--- src/rtl/rsv_pkg.sv ---
package rsv_pkg;

    typedef enum logic [1:0] {
        WD_SEL_SHORT = 2'b00,
        WD_SEL_MED   = 2'b01,
        WD_SEL_LONG  = 2'b10,
        WD_SEL_OFF   = 2'b11
    } wd_sel_e;

    typedef struct packed {
        logic kick;
        logic expire;
    } wd_evt_t;

    function automatic int max3(input int a, input int b, input int c);
        int m;
        m = (a > b) ? a : b;
        return (m > c) ? m : c;
    endfunction

    function automatic logic drive_level(input logic active, input bit high);
        return high ? active : ~active;
    endfunction

endpackage

--- src/rtl/rsv_edge_sync.sv ---
module rsv_edge_sync #(
    parameter int STAGES = 2
) (
    input  logic clk,
    input  logic rst,
    input  logic pin_i,
    output logic fall_o
);
    logic [STAGES:0] chain;
    logic            prev_q;

    assign chain[0] = pin_i;

    generate
        for (genvar i = 1; i <= STAGES; i++) begin : g_stage
            always_ff @(posedge clk) begin
                if (rst) chain[i] <= 1'b1;
                else     chain[i] <= chain[i-1];
            end
        end
    endgenerate

    always_ff @(posedge clk) begin
        if (rst) prev_q <= 1'b1;
        else     prev_q <= chain[STAGES];
    end

    assign fall_o = prev_q & ~chain[STAGES];
endmodule

--- src/rtl/rsv_hold_timer.sv ---
module rsv_hold_timer #(
    parameter int HOLD_TICKS = 6
) (
    input  logic clk,
    input  logic rst,
    input  logic tick_i,
    input  logic restart_i,
    output logic busy_o
);
    localparam int HW = $clog2(HOLD_TICKS + 1);

    logic [HW-1:0] cnt_q;
    logic          busy_q;

    always_ff @(posedge clk) begin
        if (rst || restart_i) begin
            busy_q <= 1'b1;
            cnt_q  <= '0;
        end else if (busy_q && tick_i) begin
            if (cnt_q == HW'(HOLD_TICKS - 1)) begin
                busy_q <= 1'b0;
                cnt_q  <= '0;
            end else begin
                cnt_q <= cnt_q + 1'b1;
            end
        end
    end

    assign busy_o = busy_q;
endmodule

--- src/rtl/rsv_wd_timer.sv ---
module rsv_wd_timer
    import rsv_pkg::*;
#(
    parameter int WD_SHORT = 5,
    parameter int WD_MED   = 10,
    parameter int WD_LONG  = 20,
    parameter int CW       = 5
) (
    input  logic          clk,
    input  logic          rst,
    input  logic          tick_i,
    input  logic          hold_i,
    input  logic [1:0]    sel_i,
    input  logic          kick_i,
    output wd_evt_t       evt_o,
    output logic [CW-1:0] cnt_o
);
    logic [CW-1:0] cnt_q;
    logic [CW-1:0] lim_m1;
    logic          off;
    logic          at_end;

    always_comb begin
        unique case (wd_sel_e'(sel_i))
            WD_SEL_SHORT: lim_m1 = CW'(WD_SHORT - 1);
            WD_SEL_MED:   lim_m1 = CW'(WD_MED - 1);
            WD_SEL_LONG:  lim_m1 = CW'(WD_LONG - 1);
            default:      lim_m1 = '0;
        endcase
    end

    assign off    = (wd_sel_e'(sel_i) == WD_SEL_OFF);
    assign at_end = (cnt_q >= lim_m1);

    always_ff @(posedge clk) begin
        if (rst || hold_i || off || kick_i) begin
            cnt_q <= '0;
        end else if (tick_i) begin
            cnt_q <= at_end ? '0 : cnt_q + 1'b1;
        end
    end

    assign evt_o.kick   = kick_i;
    assign evt_o.expire = !hold_i && !off && !kick_i && tick_i && at_end;
    assign cnt_o        = cnt_q;
endmodule

--- src/rtl/rsv_cause_flag.sv ---
module rsv_cause_flag (
    input  logic clk,
    input  logic rst,
    input  logic low_i,
    input  logic expire_i,
    input  logic clr_i,
    output logic flag_o
);
    always_ff @(posedge clk) begin
        if (rst)           flag_o <= 1'b0;
        else if (low_i)    flag_o <= 1'b0;
        else if (expire_i) flag_o <= 1'b1;
        else if (clr_i)    flag_o <= 1'b0;
    end
endmodule

--- src/rtl/rst_supervisor.sv ---
module rst_supervisor
    import rsv_pkg::*;
#(
    parameter bit ACTIVE_HIGH = 1'b1,
    parameter int HOLD_TICKS  = 6,
    parameter int WD_SHORT    = 5,
    parameter int WD_MED      = 10,
    parameter int WD_LONG     = 20,
    parameter int SYNC_STAGES = 2
) (
    input  logic       clk,
    input  logic       rst,
    input  logic       tick_i,
    input  logic       supply_low_i,
    input  logic       csn_wdi_i,
    input  logic [1:0] wd_sel_i,
    input  logic       flag_clr_i,
    output logic       sys_rst_o,
    output logic       wd_flag_o
);
    localparam int WD_MAX = max3(WD_SHORT, WD_MED, WD_LONG);
    localparam int WD_CW  = $clog2(WD_MAX + 1);

    logic             kick;
    logic             hold_busy;
    logic             rst_active;
    logic             wd_expire;
    wd_evt_t          wd_evt;
    logic [WD_CW-1:0] wd_cnt;

    rsv_edge_sync #(.STAGES(SYNC_STAGES)) u_sync (
        .clk    (clk),
        .rst    (rst),
        .pin_i  (csn_wdi_i),
        .fall_o (kick)
    );

    rsv_hold_timer #(.HOLD_TICKS(HOLD_TICKS)) u_hold (
        .clk       (clk),
        .rst       (rst),
        .tick_i    (tick_i),
        .restart_i (supply_low_i | wd_expire),
        .busy_o    (hold_busy)
    );

    assign rst_active = supply_low_i | hold_busy;

    rsv_wd_timer #(
        .WD_SHORT (WD_SHORT),
        .WD_MED   (WD_MED),
        .WD_LONG  (WD_LONG),
        .CW       (WD_CW)
    ) u_wd (
        .clk    (clk),
        .rst    (rst),
        .tick_i (tick_i),
        .hold_i (rst_active),
        .sel_i  (wd_sel_i),
        .kick_i (kick),
        .evt_o  (wd_evt),
        .cnt_o  (wd_cnt)
    );

    assign wd_expire = wd_evt.expire;

    rsv_cause_flag u_flag (
        .clk      (clk),
        .rst      (rst),
        .low_i    (supply_low_i),
        .expire_i (wd_expire),
        .clr_i    (flag_clr_i),
        .flag_o   (wd_flag_o)
    );

    assign sys_rst_o = drive_level(rst_active, ACTIVE_HIGH);
endmodule

--- config.mk ---
export PLATFORM = sky130hd
export DESIGN_NAME = rst_supervisor
export DESIGN_NICKNAME = d
export VERILOG_FILES = /design/src/rtl/rsv_pkg.sv /design/src/rtl/rsv_edge_sync.sv /design/src/rtl/rsv_hold_timer.sv /design/src/rtl/rsv_wd_timer.sv /design/src/rtl/rsv_cause_flag.sv /design/src/rtl/rst_supervisor.sv
export SDC_FILE = /design/constraint.sdc
export NUM_CORES = 1
export LEC_CHECK = 0
export ABC_CLOCK_PERIOD_IN_PS = 2270
export CORE_UTILIZATION = 52
export CTS_CLUSTER_DIAMETER = 30
export DETAILED_ROUTE_END_ITERATION = 8
export GPL_ROUTABILITY_DRIVEN = 0
export PLACE_DENSITY_LB_ADDON = 0.15
export RECOVER_POWER = 50
export SLEW_MARGIN = 10
export SYNTH_ARGS = -nofsm -noshare
export SYNTH_HDL_FRONTEND = slang
export SYNTH_SLANG_ARGS = --single-unit
--- constraint.sdc ---
create_clock -name clk -period 2.27 [get_ports clk]
set_clock_uncertainty 0.15 [all_clocks]
set_input_delay 0.227 -clock clk [delete_from_list [all_inputs] [get_ports clk]]
set_output_delay 0.227 -clock clk [all_outputs]
set_load 0.05 [all_outputs]
# After elaboration in Yosys (flattened, before gate mapping)
# Cells that the tools add are included.
[totals] mem_count=0 elab_cells=39 out_inout_bits=2 inputBits=8 latchBits=0 ram_bits=0 mem_bits_ro=0 ff_bits=13
[op_classes] n_reduce_logical=16 n_addsub=2 n_div=0 eq_ne=4 magnitude_cmp=1 bitwise=4 n_mul=0 n_mux=5 n_shift=0
[op_table] cell="$pmux 5 s3" count=1
[op_table] cell="$add 5x1->5 const B" count=1
[op_table] cell="$ge 5x5->1" count=1
[op_table] cell="$logic_and 1x1->1" count=5
[op_table] cell="$mux 5" count=1
[op_table] cell="$eq 2x2->1 const B" count=2
[op_table] cell="$logic_or 1x1->1" count=4
[op_table] cell="$add 3x1->3 const B" count=1
[op_table] cell="$eq 3x3->1 const B" count=1
[op_table] cell="$logic_not 1->1" count=3
[op_table] cell="$mux 3" count=1
[op_table] cell="$eq 2x1->1 const B" count=1
[op_table] cell="$logic_not 2->1" count=1
[op_table] cell="$mux 1" count=2
[op_table] cell="$or 1x1->1" count=2
[op_table] cell="$reduce_and 2->1" count=1
[op_table] cell="$reduce_bool 2->1" count=1
[op_table] cell="$reduce_or 2->1" count=1
[op_table] cell="$and 1x1->1" count=1
[op_table] cell="$not 1->1" count=1

# Depth between registers and ports, before layout
# Gate-level depths: netlist (run 1).
[logic_depth] ltp_word=8 mapped_depth=8 mapped_depth_nobuf=8

# Cells and area by module
# A second synthesis (run 1) with hierarchy kept.
[hier_totals] cells_unflattened=81 hier_area_um2=792.0
[modules_own_cells] module="rsv_wd_timer" cells_per_inst=52 instances=1 area_per_inst_um2=444.2
[modules_own_cells] module="rsv_hold_timer" cells_per_inst=16 instances=1 area_per_inst_um2=205.2
[modules_own_cells] module="rsv_edge_sync" cells_per_inst=7 instances=1 area_per_inst_um2=85.1
[modules_own_cells] module="rsv_cause_flag" cells_per_inst=4 instances=1 area_per_inst_um2=45.0
[modules_own_cells] module="rst_supervisor" cells_per_inst=2 instances=1 area_per_inst_um2=12.5

# Worst setup path before layout (run 1)
# No wires, ideal clock.
[synth_path] kind="input -> register" startpoint="input wd_sel_i[0]" endpoint="register u_wd.cnt_q[1], in the netlist u_wd.cnt_o[1]" required_ns=2.034 slack_ns=0.515 t_arrival_ns=1.519 stages=7 cell_sequence="inv_1 > ha_1 > ha_1 > nand2b_1 > a31oi_2 > o21ai_2 > a211oi_1"
[synth_between] elab_chain_len=4
[synth_rtl] item="from (decl)" line="rst_supervisor.sv:16" source="input logic [1:0] wd_sel_i,"
[synth_rtl] item="$eq 2x2->1, or another cell as far along" line="rsv_wd_timer.sv:24" source="unique case (wd_sel_e'(sel_i))"
[synth_rtl] item="$pmux 5 s3" line="rsv_wd_timer.sv:24"
[synth_rtl] item="$ge 5x5->1" line="rsv_wd_timer.sv:33" source="assign at_end = (cnt_q >= lim_m1);"
[synth_rtl] item="$mux 5" line="rsv_wd_timer.sv:39" source="cnt_q <= at_end ? '0 : cnt_q + 1'b1;"
[synth_rtl] item="to (signal assigned)" line="rsv_wd_timer.sv:39"
[synth_rtl] item="to (decl)" line="rsv_wd_timer.sv:18" source="logic [CW-1:0] cnt_q;"
# Several ways; a longest one is shown, not always the timed one.
# A chain may end at the register's enable or synchronous reset.

# Worst setup path after layout (run 1)
[layout_path] startpoint="input wd_sel_i[0]" endpoint="register u_wd.cnt_q[2], in the netlist u_wd.cnt_o[2]"
# The elaborated chain is that of the path after synthesis.

==> results of run 1 <==
flip-flops by register name, indices dropped and copies added (netlist names):
signal,cells
u_wd.cnt_o,5
u_hold.cnt_q,3
u_sync.chain,2
u_flag.flag_o,1
u_hold.busy_o,1
u_sync.prev_q,1
area by class of cell:
class / count / area (um^2)
Sequential cell: 13 / 260
Multi-Input combinational cell: 61 / 468
Fill cell: 113 / 409
Timing Repair Buffer: 15 / 129
Inverter: 6 / 22.5
Clock buffer: 4 / 26.3
Tap cell: 15 / 18.8
layout by cell type, fill, tap and decap left out, drive strengths merged, types with 4 or more instances in the layout:
master and count:
a21oi 5, inv 6, clkdlybuf4s50 6, buf 6, clkbuf 5, ha 10, nand2 6, dfxtp 13
a211oi 4, or2 4
power groups by stage:
| stage | clock network (uW) | registers (uW) | logic, uW |
|---|---|---|---|
| global placement | 0 | 238 | 60.8 |
| global route | 154 | 233 | 66.7 |
| detailed placement | 0 | 238 | 62.8 |
| floorplan | 0 | 238 | 31.9 |
| CTS | 146 | 233 | 63.3 |
| finish | 140 | 233 | 61.2 |
path summary, 6_finish.rpt:
kind | from | end | slack [ns] | depth (start not counted)
worst max-delay path | wd_sel_i[0] | u_wd.cnt_o[2] | 0.14 | 8
worst min-delay path | u_sync.chain[1] | u_sync.chain[2] | 0.26 | 1
worst max register to register | u_wd.cnt_o[0] | u_wd.cnt_o[2] | 0.46 | 6
worst min register to register | u_sync.chain[1] | u_sync.chain[2] | 0.26 | 1
routing by layer:
layer / part of all wire, % / routed length, um / vias to the layer above / track usage [%]
met4: 0.38 / 5 / 0 / 7.50
met2: 44 / 580 / 9 / 29.0
li1: - / - / 325 / -
met3: 3.5 / 46 / 2 / 5.00
met5: 0 / 0 / - / 0
met1: 52 / 682 / 260 / 22.7
cell families after synthesis:
family	after synthesis	synth area share, %
XOR/XNOR	4	4.60
buffers and inverters	7	3.61
AND/OR/NAND/NOR	27	22.3
adder cells (fa/ha/maj)	10	16.4
multiplexers	1	1.31
AO/OA/AOI/OAI	19	17.6
flip-flops	13	34.2
through the flow:
| step | power, uW | util (%) | setup slack [ns] | instances |
|---|---|---|---|---|
| after CTS | 442 | 70.1 | 0.175 | 114 |
| after global placement | 299 | 68.1 | -0.0617 | 110 |
| after detailed placement | 301 | 68.1 | -0.106 | 110 |
| after floorplan | 270 | - | 0.515 | 81 |
| final | 434 | 69.3 | 0.138 | 114 |
| after global routing | 454 | 69.3 | 0.0500 | 114 |
worst reg2reg max path, stage by stage (launching register included):
cell	delay, ns
dfxtp_1	0.37
inv_1	0.08
ha_1	0.28
nand2b_1	0.14
a31oi_1	0.27
o21ai_2	0.18
a211oi_1	0.25
==> summary.txt, run 1 <==
Share of cells above drive strength 1: 17.2%
First-pass GRT wire length: 1.88 mm
Data required time of the worst path: 2.31 ns
Clk sink count: 13
GRT overflow: 0
Mapped Cells: 81
Mapped Area: 762 um^2
Net Switching: 103 uW
Final setup viols: 0
Clock group share of total power: 32.2%
Clk root buf: clkbuf_4
Die W: 40.3 um
Worst setup EP type: flop
Vias/cell: 5.23
Worst slew margin: 60.8%
Final slew viol count: 0
Tmin final: 2.13 ns
Synth top area cells: dfxtp_1 34%, ha_1 16%, a211oi_1 3.9%, xor2_1 3.4%, a21oi_1 3.3%
Delay-heaviest family, CP: compound AO/OA/AOI/OAI gates
Clock buffer count from CTS: 3
Top FF cell, synth: dfxtp_1
Worst path cell trace: clkdlybuf4s50_1, inv_1, ha_1, ha_1, nand2b_1, a31oi_1, o21ai_2, a211oi_1
Bufs on Longest Clock Path: 2
Status: complete, no violations
Drt drc: 0
EDFF count, synth: 0
Core region area: 1330 um^2
Clk Latency, worst-skew pair: 0.27 ns
Cts repair resizes: 0
Ant. Diodes: 0
Synth top area share: 34.2%
Via count: 596
Final instance area: 925 um^2
Site Rows: 13
Post-DP HPWL: 1.03 mm
Slew at the pin closest to its max-slew limit: 0.591 ns
MaxCap Viol Count: 0
Cell internal pwr: 331 uW
Crit path DAT: 2.17 ns
Drt total wl: 1.32 mm
Cell area after placement: 908 um^2
RSZ-0062 raised after global routing: false
Die ar.: 1620 um^2
H-tree level count: 1
Startpoint types: input pin
Fmax achieved: 469 MHz
Top Ports: 10
Initial antenna violation count: 0
Switching share of power: 23.7%
Die height: 40.3 um
Combinational Power Share: 14.1%
Vias in the first global route: 464
Reg power frac: 53.6%
Cell taking the most area after synthesis: dfxtp_1
Count of final hold-check violations: 0
Synthesized area per cell: 9.41 um^2
Port-buffer cells: 9
CTS tree: done
VDD IR max: 0.252 mV
# Post-CTS Setup Buffers: 0
Power Dens Cells: 469 nW/um^2
Pin count of the biggest net entering global routing: 12
Synth warn: 0
Hold_ws: 0.261 ns
Post-DRT Antenna Nets: 0
CP dominant cell by count: ha_1
Synth Net Count: 99
Area delta synth->final: 21.3%
Critical path class: input pin to flop
WP buf/inv: 2
Crit Path Max Fanout: 8
Initial Util: 57.1%
DR WL/cell: 11.5 um
Layout Nets: 118
Hold-fix buffers at CTS: 0
Sequential element share of the synthesized area: 34.2%
Clock transition at the registers of the reported paths: 0.08 ns
Share of synthesized flip-flops with an asynchronous set or reset: 0%
Period utilization: 93.9%
Setup TNS: 0 ns
CP max stage delay: 0.48 ns
Initial drt markers: 10
Drt pass-1 iters: 2
Post-synthesis cell type count: 32
P_leak: 0.000400 uW
Seq cells post-synth: 13
Most common cell in the netlist: dfxtp_1
Critical-path top delay cell: clkdlybuf4s50_1
Tightest Hold Check Type: flop to flop
Overall routing resource usage: 18.1%
Most frequent cells after synthesis: 13 x dfxtp_1, 10 x ha_1, 6 x inv_1, 6 x nand2_1, 5 x a21oi_1
Note: power is estimated with default switching activity, not from simulation.
==> run 2, diff against run 1 <==
RECOVER_POWER = not set   (was 50)
==> run 2 against run 1 <==
Register-to-register slack improved by 0.05 ns. Sequential power about the same. Design area increased by 1.1%. Combinational power increased by 3%. Via count increased by 0.17%. First-iteration DRC count unchanged.
==> summary.txt, run 2 (synthesis results as in run 1) <==
Status: complete, no violations
Pin count of the biggest net entering global routing: 12
Critical path class: input pin to flop
Tmin final: 2.08 ns
Clk Latency, worst-skew pair: 0.27 ns
Worst setup EP type: flop
Bufs on Longest Clock Path: 2
Drt pass-1 iters: 2
RSZ-0062 raised after global routing: false
Reg area: 260 um^2
Share of cells above drive strength 1: 19.2%
Slew at the pin closest to its max-slew limit: 0.487 ns
Top Ports: 10
Power Dens Cells: 466 nW/um^2
Core region area: 1330 um^2
Data required time of the worst path: 2.31 ns
Vias in the first global route: 464
VDD IR max: 0.252 mV
First-pass GRT wire length: 1.88 mm
Hold-fix buffers at CTS: 0
Ant. Diodes: 0
Crit Path Max Fanout: 8
Drt total wl: 1.31 mm
Startpoint types: input pin
Overall routing resource usage: 18.1%
Vias/cell: 5.24
Die ar.: 1620 um^2
Tightest Hold Check Type: flop to flop
Via count: 597
Clock transition at the registers of the reported paths: 0.08 ns
Site Rows: 13
DR WL/cell: 11.5 um
Drt drc: 0
Fill cell count: 113
Cts repair resizes: 0
Final setup viols: 0
Fmax achieved: 481 MHz
Clk sink count: 13
Initial Util: 57.1%
MaxCap Viol Count: 0
P_leak: 0.000400 uW
Clk root buf: clkbuf_4
Period utilization: 91.7%
Post-DRT Antenna Nets: 0
Layout Nets: 118
Total power: 436 uW
Final slew viol count: 0
Post-DP HPWL: 1.03 mm
Initial drt markers: 10
GRT overflow: 0
Area delta synth->final: 22.7%
Die W: 40.3 um
Clock buffer count from CTS: 3
Initial antenna violation count: 0
Die height: 40.3 um
Port-buffer cells: 9
Final core occ: 70.1%
Multi-input gate area: 474 um^2
Commonest non-fill, non-tap cell in the layout: dfxtp_1
Count of final hold-check violations: 0
Commonest cells after routing, fill and taps aside: 13 x dfxtp_1, 10 x ha_1, 8 x clkdlybuf4s50_1
Max FFs per register: 5
# Post-CTS Setup Buffers: 0
H-tree level count: 1
Worst slew margin: 67.4%
CTS tree: done
Crit path DAT: 2.12 ns
-- run 2: area by class of cell --
class                           count  share of cell area [%]
Multi-Input combinational cell     61                    50.7
Sequential cell                    13                    27.8
Timing Repair Buffer               15                    14.2
Clock buffer                        4                    2.81
Inverter                            6                    2.41
Tap cell                           15                    2.01
-- run 2: worst max-delay path, stage by stage --
cell	delay, ns
clkdlybuf4s50_1	0.48
inv_1	0.07
ha_1	0.29
ha_1	0.26
nand2b_1	0.15
a31oi_2	0.24
o21ai_2	0.16
a211oi_1	0.25
-- run 2: per-layer routing --
metal  GRT usage, %  up-vias  wire [um]
li1               -      325          -
met1           22.7      261        677
met2           29.0        9        581
met3           5.00        2         45
met4           7.50        0          5
met5              0        -          0
-- run 2: path summary, 6_finish.rpt --
| path | depth (start not counted) | from | slack (ns) | endpoint |
|---|---|---|---|---|
| min reg2reg | 1 | u_sync.chain[1] | 0.26 | u_sync.chain[2] |
| min | 1 | u_sync.chain[1] | 0.26 | u_sync.chain[2] |
| max reg2reg | 6 | u_wd.cnt_o[0] | 0.51 | u_wd.cnt_o[2] |
| max | 8 | wd_sel_i[0] | 0.19 | u_wd.cnt_o[2] |
-- run 2: power by group --
group	total, uW	switching (uW)	internal [uW]
Clock	140	71.9	68.0
Sequential	233	1.53	231
Combinational	63.0	29.7	33.3
Total	436	103	332
-- run 2: metrics by stage --
step                hold slack [ns]  cells  setup slack, ns  TNS, ns  instance area [um^2]
floorplan                     0.181     81            0.515        0                   762
global placement              0.241    110          -0.0617   -0.189                   908
detailed placement            0.244    110           -0.106   -0.565                   908
CTS                           0.263    114            0.175        0                   935
global route                  0.274    114           0.0870        0                   935
finish                        0.261    114            0.189        0                   935
